[config.mk]
export PLATFORM = sky130hd
export DESIGN_NAME = bdl_breaker
export DESIGN_NICKNAME = d
export VERILOG_FILES = /design/src/rtl/bdl_pkg.sv /design/src/rtl/bdl_timer.sv /design/src/rtl/bdl_breaker.sv
export SDC_FILE = /design/constraint.sdc
export NUM_CORES = 1
export LEC_CHECK = 0
export CAP_MARGIN = 20
export CORE_MARGIN = 2
export CORE_UTILIZATION = 54
export DETAILED_ROUTE_END_ITERATION = 8
export DONT_BUFFER_PORTS = 1
export GPL_TIMING_DRIVEN = 0
export PLACE_DENSITY_LB_ADDON = 0.08
export SLEW_MARGIN = 20
export SYNTH_ARGS = -nofsm -noshare
export SYNTH_HDL_FRONTEND = slang
export SYNTH_SLANG_ARGS = --single-unit
[constraint.sdc]
create_clock -name clk -period 1.2 [get_ports clk]
set_input_delay 0.12 -clock clk [delete_from_list [all_inputs] [get_ports clk]]
set_output_delay 0.12 -clock clk [all_outputs]
set_load 0.005 [all_outputs]
[src/rtl/bdl_pkg.sv]
package bdl_pkg;
  parameter int unsigned DLY_W_DEF = 4;
  parameter int unsigned UNIT_DEF  = 8;

  // Width able to hold the largest terminal count (max field * unit)
  function automatic int unsigned cnt_width(int unsigned dw, int unsigned unit);
    return $clog2(((1 << dw) - 1) * unit + 1);
  endfunction
endpackage

[src/rtl/bdl_timer.sv]
module bdl_timer #(
  parameter int unsigned DLY_W = 4,
  parameter int unsigned UNIT  = 8,
  parameter int unsigned CNT_W = 7
) (
  input  logic             clk,
  input  logic             rst_n,
  input  logic             run,
  input  logic             arm,
  input  logic [DLY_W-1:0] dly,
  output logic             expire
);
  localparam logic [CNT_W-1:0] CNT_SAT = '1;

  logic [CNT_W-1:0] cnt;
  logic [CNT_W-1:0] limit;
  logic             armed;

  assign limit  = CNT_W'(dly) * CNT_W'(UNIT);
  assign armed  = arm && (dly != '0);
  assign expire = run && armed && (cnt == limit - 1'b1);

  always_ff @(posedge clk) begin
    if (!rst_n)            cnt <= '0;
    else if (!run)         cnt <= '0;
    else if (cnt != CNT_SAT) cnt <= cnt + 1'b1;
  end

  // after expiry the parent must stop the run for the rest of the episode
  p_stop_after_fire_r8: assert property (@(posedge clk) disable iff (!rst_n)
    expire |=> !run);
  // an idle clock leaves the counter at zero
  p_clear_idle_r7: assert property (@(posedge clk) disable iff (!rst_n)
    !run |=> (cnt == '0));
endmodule

[src/rtl/bdl_breaker.sv]
module bdl_breaker
  import bdl_pkg::*;
#(
  parameter int unsigned DLY_W = DLY_W_DEF,
  parameter int unsigned UNIT  = UNIT_DEF
) (
  input  logic             clk,
  input  logic             rst_n,
  input  logic             ob_pend,
  input  logic             ob_own,
  input  logic             ib_pend,
  input  logic             ib_own,
  input  logic [DLY_W-1:0] rel_dly,
  input  logic             rel_en,
  input  logic [DLY_W-1:0] rty_dly,
  output logic             lcl_release,
  output logic             pci_retry
);
  localparam int unsigned CNT_W = cnt_width(DLY_W, UNIT);

  logic deadlock;
  logic fired;
  logic run;
  logic rel_exp;
  logic rty_exp;

  assign deadlock = ob_pend && !ob_own && ib_pend && !ib_own;
  assign run      = deadlock && !fired;

  bdl_timer #(.DLY_W(DLY_W), .UNIT(UNIT), .CNT_W(CNT_W)) u_rel (
    .clk(clk), .rst_n(rst_n), .run(run), .arm(rel_en),
    .dly(rel_dly), .expire(rel_exp)
  );

  bdl_timer #(.DLY_W(DLY_W), .UNIT(UNIT), .CNT_W(CNT_W)) u_rty (
    .clk(clk), .rst_n(rst_n), .run(run), .arm(1'b1),
    .dly(rty_dly), .expire(rty_exp)
  );

  always_ff @(posedge clk) begin
    if (!rst_n) begin
      lcl_release <= 1'b0;
      pci_retry   <= 1'b0;
      fired       <= 1'b0;
    end else begin
      lcl_release <= rel_exp;
      pci_retry   <= rty_exp && !rel_exp;   // release wins a tie
      fired       <= deadlock && (fired || rel_exp || rty_exp);
    end
  end

  p_no_both_r6: assert property (@(posedge clk) disable iff (!rst_n)
    !(lcl_release && pci_retry));
  p_rel_width_r9: assert property (@(posedge clk) disable iff (!rst_n)
    lcl_release |=> !lcl_release);
  p_rty_width_r9: assert property (@(posedge clk) disable iff (!rst_n)
    pci_retry |=> !pci_retry);
  p_quiet_r1: assert property (@(posedge clk) disable iff (!rst_n)
    (lcl_release || pci_retry) |-> $past(deadlock));
  p_rel_needs_en_r5: assert property (@(posedge clk) disable iff (!rst_n)
    lcl_release |-> $past(rel_en));
  p_reset_low_r10: assert property (@(posedge clk)
    !rst_n |=> (!lcl_release && !pci_retry));
endmodule

======== After elaboration in Yosys (flattened, before gate mapping) ========
Index checks and enable logic that the tools add are counted.
storage, ports and cells
  flip-flop bits (word level) ............. 17
  word-level logic and storage cells ...... 33
operators by class
  add/sub/neg operators ................... 4
  reduce and logical (&&, ||, !) cells .... 20
  equality and inequality tests ........... 4
operator list
  kind                 number
  $add 7x1->7 const B  2
  $eq 7x7->1           2
  $ne 7x7->1 const B   2
  $sub 7x1->7 const B  2
  $logic_and 1x1->1    11
  $reduce_bool 4->1    2
  $logic_not 1->1      4
  $logic_or 1x1->1     2
  $reduce_and 2->1     1

======== Logic depth before layout (Yosys ltp) ========
Gate-level depths: netlist of the first run.
  depth after elaboration ................. 10
  mapped depth ............................ 6

======== Modules after synthesis ========
From an unflattened synthesis of the first run, not the netlist that was laid out.
second synthesis, totals
  cells, all modules ...................... 104
  area, all modules ....................... 933.4 um2
modules (own cells, without submodules)
  module       area an instance (um2)  cells each  instances
  bdl_timer    414.1                   47          2
  bdl_breaker  105.1                   10          1

======== Worst setup path after synthesis of the first run ========
Ideal clock, no wire load.
  kind .................................... reg-to-reg
  from .................................... register u_rel.cnt[0]
  to ...................................... register u_rel.cnt[5]
  stages on the path, launching flop included .. 6
  library setup time ...................... 0.117 ns
  required time ........................... 1.083 ns
  path slack .............................. -0.161 ns
  arrival time ............................ 1.244 ns
  cell sequence ........................... dfxtp_1 ha_1 and4_4 a311oi_1 xnor2_1 nor2_1
on the way
  cells in the longest elaborated chain, start to end .. 1
  elaborated cells on any way between the ends .. 2
  classes of those cells .................. 1 x add/sub; 1 x eq/ne
RTL lines
  what                                       line             text
  from (decl)                                bdl_timer.sv:15  logic [CNT_W-1:0] cnt;
  from (signal assigned)                     bdl_timer.sv:26  else if (cnt != CNT_SAT) cnt <= cnt + 1'b1;
  $add 7x1->7 or $ne 7x7->1 (tied branches)  bdl_timer.sv:26
Parallel ways exist; a longest one is shown, timed or not.
A chain may end at the register's enable or synchronous reset.

======== Worst setup path in the final report of the first run ========
  from .................................... register u_rel.cnt[0]
  to ...................................... register u_rel.cnt[2]
The elaborated chain is that of the path after synthesis.

==> load_flow_metrics.sql, run 1 <==
INSERT INTO impl_metrics (metric_group, metric, value, unit) VALUES
('logic_synthesis', 'synth_fa_ha_area_frac', '0.0552', ''),
('sta', 'timing.final.crit_share', '1.06', ''),
('global_route', 'grt_overflow_total', '0', ''),
('final_layout', 'num-nets-final', '136', ''),
('routing', 'vias_per_inst', '5.78', ''),
('critical_path', 'end_kind', 'flip-flop', ''),
('global_route', 'grt_pass1_wl', '2880', 'um'),
('logic_synthesis', 'synth_unique_cells', '28', ''),
('placement', 'port_buffer_cells', '0', ''),
('global_route', 'grt_util_met3', '0.0280', ''),
('global_route', 'busiest_layer', 'met2', ''),
('critical_path', 'slowest_delay', '360', 'ps'),
('sta', 'final-setup-viol-count', '10', ''),
('sta', 'worst_slew_pin_slew', '332', 'ps'),
('outcome', 'run_status', 'finished, violations left', ''),
('routing', 'detail_route.first_pass.iterations', '4', ''),
('sta', 'finalSetupTns', '-257', 'ps'),
('global_route', 'grt_util_met2', '0.326', ''),
('logic_synthesis', 'ys_dominant_reg_cell', 'sky130_fd_sc_hd__dfxtp_1', ''),
('final_layout', 'antenna_diode_count', '0', ''),
('logic_synthesis', 'synthDominantCellAreaShare', '0.375', ''),
('die', 'placeableCoreArea', '1540', 'um2'),
('placement', 'pre_cts_ws', '-141', 'ps'),
('critical_path', 'timing.critical_path.buf_inv', '0', ''),
('sta', 'rsz0062_at_grt', 'true', ''),
('final_layout', 'syn2layout_area_growth', '24.1', '%'),
('final_layout', 'design_area', '1130', 'um2'),
('sta', 'worst_slack', '-68.8', 'ps'),
('logic_synthesis', 'synth_simple_gate_area_share', '0.246', ''),
('critical_path', 'kind_of_cell_with_the_highest_combined_delay_on_the_critical_path', 'simple AND/OR/NAND/NOR gates', ''),
('critical_path', 'setup.worst_path.start_class', 'flip-flop', ''),
('sta', 'achievable-frequency', '788', 'MHz'),
('logic_synthesis', 'mappedNetlistArea', '907', 'um2'),
('routing', 'wirelength', '1900', 'um'),
('cts', 'clock_tree.buffer_depth', '2', ''),
('sta', 'fin_crit', '1270', 'ps'),
('logic_synthesis', 'synth_area_leaders', 'sky130_fd_sc_hd__dfxtp_1 38%, sky130_fd_sc_hd__xnor2_1 11%, sky130_fd_sc_hd__xor2_1 6.8%', ''),
('logic_synthesis', 'yosysMostFrequentCell', 'sky130_fd_sc_hd__dfxtp_1', ''),
('logic_synthesis', 'synth_xor_area_frac', '0.174', ''),
('routing', 'initialDrtViolationCount', '11', ''),
('placement', 'detailedPlacementHpwl', '1260', 'um'),
('sta', 'slew-limit-headroom', '0.779', ''),
('die', 'start_util', '0.588', ''),
('logic_synthesis', 'synth-edff-count', '0', ''),
('cts', 'clock_sink_count', '17', ''),
('critical_path', 'crit_path_cell_trace', 'ha_4 -> and4_4 -> nand3_4 -> a31oi_1 -> o21a_1', ''),
('outcome', 'violations', 'negative setup slack', ''),
('placement', 'finalWeightedCongestion', '0.714', ''),
('logic_synthesis', 'synth_nets', '122', ''),
('cts', 'cts_buffer_count', '3', ''),
('cts', 'insertion_delay', '290', 'ps'),
('final_layout', 'final_layout_size_suffix_gt1_frac', '0.328', ''),
('routing', 'drc_errors', '0', ''),
('die', 'die_area', '2020', 'um2'),
('cts', 'cts_root_buffer', 'sky130_fd_sc_hd__clkbuf_4', ''),
('logic_synthesis', 'ys_seq_elements', '17', ''),
('logic_synthesis', 'synth_top_area_cell', 'sky130_fd_sc_hd__dfxtp_1', ''),
('cts', 'cts.clk_slew.worst_paths', '100', 'ps'),
('logic_synthesis', 'synth_compound_gate_area_share', '0.0924', ''),
('placement', 'placed_area', '981', 'um2'),
('critical_path', 'worstPathMaxFanout', '5', ''),
('hold_path', 'hold_path_class', 'input pin to flip-flop', ''),
('global_route', 'grt_max_degree', '11', ''),
('flow_run', 'maxCapViolCount', '0', ''),
('power_and_ir_drop', 'p_leak', '0.000425', 'uW'),
('critical_path', 'critical_path.slowest_cell', 'sky130_fd_sc_hd__dfxtp_2', ''),
('routing', 'routed_vias', '763', ''),
('critical_path', 'arrival', '1510', 'ps'),
('die', 'pin_count', '17', ''),
('global_route', 'grt_use_total', '0.198', ''),
('critical_path', 'worstSetupPathType', 'flip-flop to flip-flop', '');
timing repair:
item                                    CTS  global route
resized for setup                         9             5
endpoints found under the hold margin     2             0
endpoints found under the setup margin   14            15
cloned                                    0             0
pin swaps                                10            14
setup buffers                             6             4
hold buffers                              1             0
sequential cells by signal (all words and copies together), names as in the netlist:
name         count
u_rty.cnt        7
fired            1
u_rel.cnt        7
pci_retry        1
lcl_release      1
layer usage:
layer	vias up	part of all wire
li1	387	-
met1	357	0.43
met2	17	0.53
met3	2	0.034
met4	0	0.0095
met5	-	0
layout by cell type, fill, tap and decap left out, types with 3 or more instances in the layout:
cell type,n
sky130_fd_sc_hd__clkbuf_4,3
sky130_fd_sc_hd__a31oi_1,6
sky130_fd_sc_hd__buf_4,10
sky130_fd_sc_hd__nor2_1,14
sky130_fd_sc_hd__dfxtp_2,7
sky130_fd_sc_hd__nor3_1,4
sky130_fd_sc_hd__dfxtp_1,9
sky130_fd_sc_hd__nand3_1,4
sky130_fd_sc_hd__xor2_1,6
sky130_fd_sc_hd__nand2_1,3
sky130_fd_sc_hd__inv_1,5
sky130_fd_sc_hd__xnor2_1,10
power by group:
group	internal (uW)	switching, uW
Sequential	563	1.25
Combinational	34.3	30.5
Clock	129	181
Total	726	213
area by class of cell:
cell class / count / area (um2)
flip-flops and latches: 17 / 353
clock buffers: 4 / 26.3
well taps: 16 / 20.0
multi-input cells: 78 / 618
plain buffers: 1 / 5.00
inverters: 5 / 18.8
repair buffers: 11 / 85.1
fillers: 127 / 415
logic make-up (layout without fill, tap and decap cells):
family	Yosys count	in the layout
AOI/OAI and AO/OA	13	13
DFF	17	17
xor gates and xnor gates	18	18
adders and majority gates	4	4
buffers and inverters	8	21
muxes	2	2
and+or+nand+nor	41	41
path summary, 6_finish.rpt:
| check | to | slack (ps) | cells after the start |
|---|---|---|---|
| setup / recovery | u_rel.cnt[2] | -70 | 5 |
| hold / removal | fired | 120 | 4 |
| setup reg to reg | u_rel.cnt[2] | -70 | 5 |
| hold reg to reg | fired | 500 | 2 |
tightest hold or removal path, stage by stage:
cell                       delay, ps
sky130_fd_sc_hd__nand4b_1         80
sky130_fd_sc_hd__a21oi_2          40
sky130_fd_sc_hd__nand4_1          60
sky130_fd_sc_hd__a31oi_1          70
per-stage QoR:
stage | hold slack [ps] | util | cells
after CTS | 118 | 0.704 | 129
after global placement | 242 | 0.636 | 119
after detailed placement | 245 | 0.636 | 119
after floorplan | 236 | - | 103
final | 121 | 0.731 | 132
after global routing | 125 | 0.731 | 132
No activity file was read; power rests on OpenSTA's default activity.
==> run 2: changes to the inputs <==
--- a/config.mk
+++ b/config.mk
@@ -11,7 +11,7 @@
 export DETAILED_ROUTE_END_ITERATION = 8
 export DONT_BUFFER_PORTS = 1
 export GPL_TIMING_DRIVEN = 0
-export PLACE_DENSITY_LB_ADDON = 0.08
+export PLACE_DENSITY = 0.72
 export SLEW_MARGIN = 20
 export SYNTH_ARGS = -nofsm -noshare
 export SYNTH_HDL_FRONTEND = slang
==> load_flow_metrics.sql, run 2 (synthesis results as in run 1) <==
INSERT INTO impl_metrics (metric_group, metric, value, unit) VALUES
('outcome', 'run_status', 'finished, violations left', ''),
('outcome', 'violations', 'negative setup slack', ''),
('sta', 'fin_crit', '1250', 'ps'),
('cts', 'cts-htree-levels', '1', ''),
('final_layout', 'final_layout_size_suffix_gt1_frac', '0.319', ''),
('critical_path', 'worstPathMaxFanout', '5', ''),
('critical_path', 'critPathRequiredTime', '1400', 'ps'),
('final_layout', 'num-nets-final', '133', ''),
('sta', 'worst_slew_pin_slew', '335', 'ps'),
('placement', 'detailedPlacementHpwl', '1220', 'um'),
('critical_path', 'critical_path.slowest_cell', 'sky130_fd_sc_hd__dfxtp_2', ''),
('placement', 'port_buffer_cells', '0', ''),
('die', 'core.rowCount', '14', ''),
('die', 'start_util', '0.588', ''),
('sta', 'clock-skew-final', '1.58', 'ps'),
('routing', 'wirelength', '1760', 'um'),
('sta', 'final-setup-viol-count', '7', ''),
('global_route', 'grt_pass1_wl', '2800', 'um'),
('die', 'dieHeight', '45.0', 'um'),
('critical_path', 'timing.rr.start', 'u_rel.cnt[1]', ''),
('hold_path', 'start_point_of_the_worst_min_delay_path', 'rel_en', ''),
('routing', 'post_route_antenna_net_violation_count', '0', ''),
('cts', 'cts_buffer_count', '3', ''),
('placement', 'finalWeightedCongestion', '0.717', ''),
('critical_path', 'timing.critical_path.buf_inv', '0', ''),
('routing', 'routed_wire_length_per_instance', '13.7', 'um'),
('die', 'placeableCoreArea', '1540', 'um2'),
('final_layout', 'top_registers', 'u_rel.cnt: 7 flops, u_rty.cnt: 7 flops', ''),
('die', 'pin_count', '17', ''),
('critical_path', 'end_kind', 'flip-flop', ''),
('sta', 'worst_slack', '-52.6', 'ps'),
('cts', 'insertion_delay', '290', 'ps'),
('cts', 'clock_tree.buffer_depth', '2', ''),
('critical_path', 'kind_of_cell_with_the_highest_combined_delay_on_the_critical_path', 'flip-flops', ''),
('sta', 'final-max-slew-violation-count', '0', ''),
('sta', 'timing.final.crit_share', '1.04', ''),
('final_layout', 'mostFrequentLayoutCell', 'sky130_fd_sc_hd__nor2_1', ''),
('global_route', 'grt_pass1_vias', '665', ''),
('global_route', 'grt_max_degree', '11', ''),
('power_and_ir_drop', 'p_leak', '0.000410', 'uW'),
('cts', 'cts.clk_slew.worst_paths', '110', 'ps'),
('cts', 'tritoncts_clock_tree', 'built', ''),
('global_route', 'grt_use_total', '0.195', ''),
('power_and_ir_drop', 'vdd.ir_drop.worst', '0.000481', 'V'),
('hold_path', 'hold_path_class', 'input pin to flip-flop', ''),
('critical_path', 'worst_setup_path_startpoint', 'u_rel.cnt[1]', ''),
('placement', 'pre_cts_ws', '-120', 'ps'),
('die', 'die_area', '2020', 'um2'),
('power_and_ir_drop', 'pwr_density_cell', '862', 'nW/um2'),
('sta', 'final-hold-violation-count', '0', ''),
('flow_run', 'maxCapViolCount', '0', ''),
('critical_path', 'slowest_delay', '350', 'ps'),
('routing', 'detail_route.first_pass.iterations', '5', ''),
('sta', 'rsz0062_at_grt', 'true', ''),
('routing', 'drc_errors', '0', ''),
('critical_path', 'setup.worst_path.start_class', 'flip-flop', ''),
('sta', 'slew-limit-headroom', '0.777', ''),
('critical_path', 'worstSetupPathType', 'flip-flop to flip-flop', ''),
('critical_path', 'crit_path_cell_trace', 'ha_4 -> and4_4 -> a311oi_2 -> xnor2_1 -> nor2_1', ''),
('routing', 'initialDrtViolationCount', '26', ''),
('sta', 'achievable-frequency', '798', 'MHz'),
('die', 'die_w', '45.0', 'um'),
('routing', 'vias_per_inst', '5.96', ''),
('cts', 'clock_sink_count', '17', ''),
('global_route', 'grt_antenna_before_repair', '0', ''),
('cts', 'cts_root_buffer', 'sky130_fd_sc_hd__clkbuf_4', ''),
('global_route', 'grt_overflow_total', '0', ''),
('critical_path', 'arrival', '1450', 'ps'),
('final_layout', 'antenna_diode_count', '0', ''),
('sta', 'final.hold.worst_slack', '98.9', 'ps'),
('routing', 'routed_vias', '769', ''),
('final_layout', 'syn2layout_area_growth', '21.4', '%'),
('final_layout', 'most-common-layout-cells', '14 x sky130_fd_sc_hd__nor2_1, 10 x sky130_fd_sc_hd__xnor2_1, 9 x sky130_fd_sc_hd__dfxtp_1', '');
==> run 2: cell types whose count changed in the layout (fill, tap and decap cells not counted), sizes merged <==
cell / delta
buf: -3
clkbuf: -1
clkinv: +1
==> run 2: final timing paths <==
kind                            cells past startpoint  slack, ps            to
worst max-delay path                                5        -50  u_rel.cnt[5]
worst min-delay path                                4        100         fired
worst max register to register                      5        -50  u_rel.cnt[5]
worst min register to register                      2        500         fired
==> run 2: layout make-up <==
cell class | count | area, um2
fill | 133 | 440
sequential | 17 | 350
multi-input combinational | 78 | 617
tap | 16 | 20.0
clock buffer | 3 | 22.5
timing repair buffer | 8 | 62.6
clock inverter | 1 | 5.00
buffer | 1 | 5.00
inverter | 5 | 18.8
==> run 2: stage by stage <==
| stage | cells | instance area [um2] | power [uW] | utilization | setup TNS, ps |
|---|---|---|---|---|---|
| 3_5_place_dp | 119 | 981 | 634 | 0.636 | -737 |
| 6_report | 129 | 1100 | 950 | 0.714 | -189 |
| 2_1_floorplan | 103 | 961 | 627 | - | -100 |
| 5_1_grt | 129 | 1100 | 991 | 0.714 | -816 |
| 3_3_place_gp | 119 | 981 | 632 | 0.636 | -509 |
| 4_1_cts | 129 | 1070 | 957 | 0.696 | -147 |
==> run 2: per-layer routing <==
| metal | vias up | track usage | part of all wire |
|---|---|---|---|
| met3 | 4 | 0.0400 | 0.057 |
| met2 | 27 | 0.297 | 0.45 |
| met1 | 357 | 0.257 | 0.47 |
| li1 | 381 | - | - |
| met4 | 0 | 0.106 | 0.014 |
| met5 | - | 0 | 0 |
==> run 2: worst reg2reg max path, cell delays in order (launching register included) <==
cell and delay [ps]:
sky130_fd_sc_hd__dfxtp_2 350, sky130_fd_sc_hd__ha_4 160, sky130_fd_sc_hd__and4_4 170, sky130_fd_sc_hd__a311oi_2 280, sky130_fd_sc_hd__xnor2_1 150, sky130_fd_sc_hd__nor2_1 50
==> run 2: what timing repair did <==
action,in CTS,in global routing
endpoints found under the hold margin,2,0
endpoints found under the setup margin,14,13
gates resized for setup,5,6
hold buffers,1,0
setup buffers,7,0
pin swaps,6,6
==> run 2: power breakdown <==
group	switching (uW)	total, uW	leakage, uW	internal (uW)
Clock	198	322	0.0000177	124
Combinational	28.2	61.5	0.000251	33.3
Sequential	1.14	566	0.000141	565
==> run 3: changes to the inputs <==
--- a/config.mk
+++ b/config.mk
@@ -7,11 +7,12 @@
 export LEC_CHECK = 0
 export CAP_MARGIN = 20
 export CORE_MARGIN = 2
-export CORE_UTILIZATION = 54
+export CORE_UTILIZATION = 48
 export DETAILED_ROUTE_END_ITERATION = 8
 export DONT_BUFFER_PORTS = 1
 export GPL_TIMING_DRIVEN = 0
-export PLACE_DENSITY = 0.72
+export MAX_ROUTING_LAYER = met4
+export PLACE_DENSITY = 0.65
 export SLEW_MARGIN = 20
 export SYNTH_ARGS = -nofsm -noshare
 export SYNTH_HDL_FRONTEND = slang
==> load_flow_metrics.sql, run 3 (synthesis results as in run 1) <==
INSERT INTO impl_metrics (metric_group, metric, value, unit) VALUES
('sta', 'achievable-frequency', '804', 'MHz'),
('power_and_ir_drop', 'pwr_density_cell', '818', 'nW/um2'),
('critical_path', 'kind_of_cell_with_the_highest_combined_delay_on_the_critical_path', 'flip-flops', ''),
('die', 'dieHeight', '47.5', 'um'),
('cts', 'cts-htree-levels', '1', ''),
('placement', 'placed_area', '992', 'um2'),
('sta', 'fin_crit', '1240', 'ps'),
('sta', 'final-hold-violation-count', '0', ''),
('routing', 'initialDrtViolationCount', '15', ''),
('hold_path', 'hold_path_class', 'input pin to flip-flop', ''),
('critical_path', 'path_depth', '5', ''),
('sta', 'clock-skew-final', '3.20', 'ps'),
('sta', 'rsz0062_at_grt', 'true', ''),
('routing', 'met1_length', '870', 'um'),
('cts', 'clock_tree.buffer_depth', '2', ''),
('placement', 'finalWeightedCongestion', '0.761', ''),
('global_route', 'grt_pass1_vias', '691', ''),
('critical_path', 'slowest_delay', '350', 'ps'),
('outcome', 'violations', 'negative setup slack', ''),
('critical_path', 'worstPathMaxFanout', '4', ''),
('routing', 'routed_vias', '777', ''),
('final_layout', 'antenna_diode_count', '0', ''),
('routing', 'wl_met2', '1080', 'um'),
('routing', 'top_signal_layer_used', 'met4', ''),
('critical_path', 'end_kind', 'flip-flop', ''),
('critical_path', 'setup.worst_path.start_class', 'flip-flop', ''),
('die', 'die_w', '47.5', 'um'),
('global_route', 'grt_overflow_total', '0', ''),
('die', 'placeableCoreArea', '1750', 'um2'),
('critical_path', 'critPathRequiredTime', '1390', 'ps'),
('final_layout', 'syn2layout_area_growth', '26.5', '%'),
('placement', 'detailedPlacementHpwl', '1220', 'um'),
('cts', 'cts.clk_slew.worst_paths', '100', 'ps'),
('final_layout', 'most-common-layout-cells', '14 x sky130_fd_sc_hd__nor2_1, 10 x sky130_fd_sc_hd__xnor2_1, 10 x sky130_fd_sc_hd__buf_4', ''),
('cts', 'cts_root_buffer', 'sky130_fd_sc_hd__clkbuf_4', ''),
('sta', 'worst_slew_pin_slew', '334', 'ps'),
('sta', 'worst_slack', '-44.2', 'ps'),
('cts', 'insertion_delay', '290', 'ps'),
('final_layout', 'top_registers', 'u_rel.cnt: 7 flops, u_rty.cnt: 7 flops', ''),
('global_route', 'grt_max_degree', '11', ''),
('final_layout', 'final_layout_size_suffix_gt1_frac', '0.353', ''),
('die', 'core.rowCount', '15', ''),
('power_and_ir_drop', 'post-layout-total-power', '938', 'uW'),
('sta', 'slew-limit-headroom', '0.776', ''),
('global_route', 'grt_pass1_wl', '2740', 'um'),
('hold_path', 'holdPathStages', '4', ''),
('final_layout', 'final_core_utilization', '0.657', ''),
('final_layout', 'fill_cells', '157', ''),
('sta', 'timing.final.crit_share', '1.04', ''),
('critical_path', 'critical_path.slowest_cell', 'sky130_fd_sc_hd__dfxtp_2', ''),
('routing', 'drc_errors', '0', ''),
('routing', 'routed_wire_length_per_instance', '14.5', 'um'),
('routing', 'wirelength', '2040', 'um'),
('cts', 'tritoncts_clock_tree', 'built', ''),
('sta', 'final-max-slew-violation-count', '0', ''),
('final_layout', 'mostFrequentLayoutCell', 'sky130_fd_sc_hd__nor2_1', ''),
('die', 'die_area', '2250', 'um2'),
('outcome', 'run_status', 'finished, violations left', ''),
('die', 'pin_count', '17', ''),
('critical_path', 'worstSetupPathType', 'flip-flop to flip-flop', ''),
('routing', 'vias_per_inst', '5.51', ''),
('global_route', 'grt_antenna_before_repair', '0', ''),
('routing', 'detail_route.first_pass.iterations', '4', ''),
('flow_run', 'maxCapViolCount', '0', ''),
('placement', 'pre_cts_ws', '-113', 'ps'),
('placement', 'port_buffer_cells', '0', ''),
('routing', 'met3_length', '64', 'um'),
('global_route', 'grt_use_total', '0.186', ''),
('power_and_ir_drop', 'vdd.ir_drop.worst', '0.000485', 'V'),
('final_layout', 'design_area', '1150', 'um2'),
('critical_path', 'worstRegToRegCells', '5', ''),
('critical_path', 'timing.critical_path.buf_inv', '0', ''),
('final_layout', 'num-nets-final', '136', ''),
('cts', 'clock_sink_count', '17', ''),
('sta', 'final-setup-viol-count', '5', ''),
('cts', 'cts_buffer_count', '3', ''),
('critical_path', 'arrival', '1430', 'ps'),
('routing', 'post_route_antenna_net_violation_count', '0', ''),
('die', 'start_util', '0.520', ''),
('critical_path', 'crit_path_cell_trace', 'ha_4 -> and4_4 -> a311oi_2 -> xnor2_1 -> nor2_1', ''),
('power_and_ir_drop', 'p_leak', '0.000422', 'uW');
run 3: area by class of cell:
class / count / area, um2 / share of cell area
clock buffer: 4 / 26.3 / 0.0229
buffer: 1 / 5.00 / 0.00436
multi-input combinational: 78 / 619 / 0.540
sequential: 17 / 362 / 0.315
inverter: 5 / 18.8 / 0.0164
tap: 25 / 31.3 / 0.0273
timing repair buffer: 11 / 85.1 / 0.0742
run 3: power by group:
part	internal [uW]	switching, uW
Clock	129	183
Combinational	35.6	33.1
Sequential	556	1.37
Total	721	217
run 3: repair_timing:
| action | CTS | global route |
|---|---|---|
| buffers inserted | 6 | 4 |
| pin swaps | 12 | 10 |
| gates resized for setup | 11 | 9 |
| hold buffers | 1 | 0 |
| endpoints found under the setup margin | 14 | 13 |
| endpoints found under the hold margin | 2 | 0 |
run 3: final timing paths:
path / start / end / slack [ps]
hold reg to reg: fired / fired / 510
setup reg to reg: u_rel.cnt[1] / u_rel.cnt[5] / -40
setup / recovery: u_rel.cnt[1] / u_rel.cnt[5] / -40
hold / removal: rel_en / fired / 140
run 3: worst min-delay path, delay by kind of cell:
family / cells / cell delay (ps)
and+or+nand+nor: 2 / 160
AOI/OAI and AO/OA: 2 / 130
run 3: layer usage:
layer  GRT usage  vias up
met3      0.0340        4
li1            -      387
met4       0.100        0
met2       0.311       12
met1       0.207      374
met5           -        -
run 3: through the flow:
step / hold slack, ps / setup TNS (ps) / instances
after floorplan: 236 / -100 / 103
after global placement: 239 / -522 / 128
after detailed placement: 250 / -675 / 128
after CTS: 124 / -115 / 137
after global routing: 147 / -828 / 141
final: 145 / -154 / 141
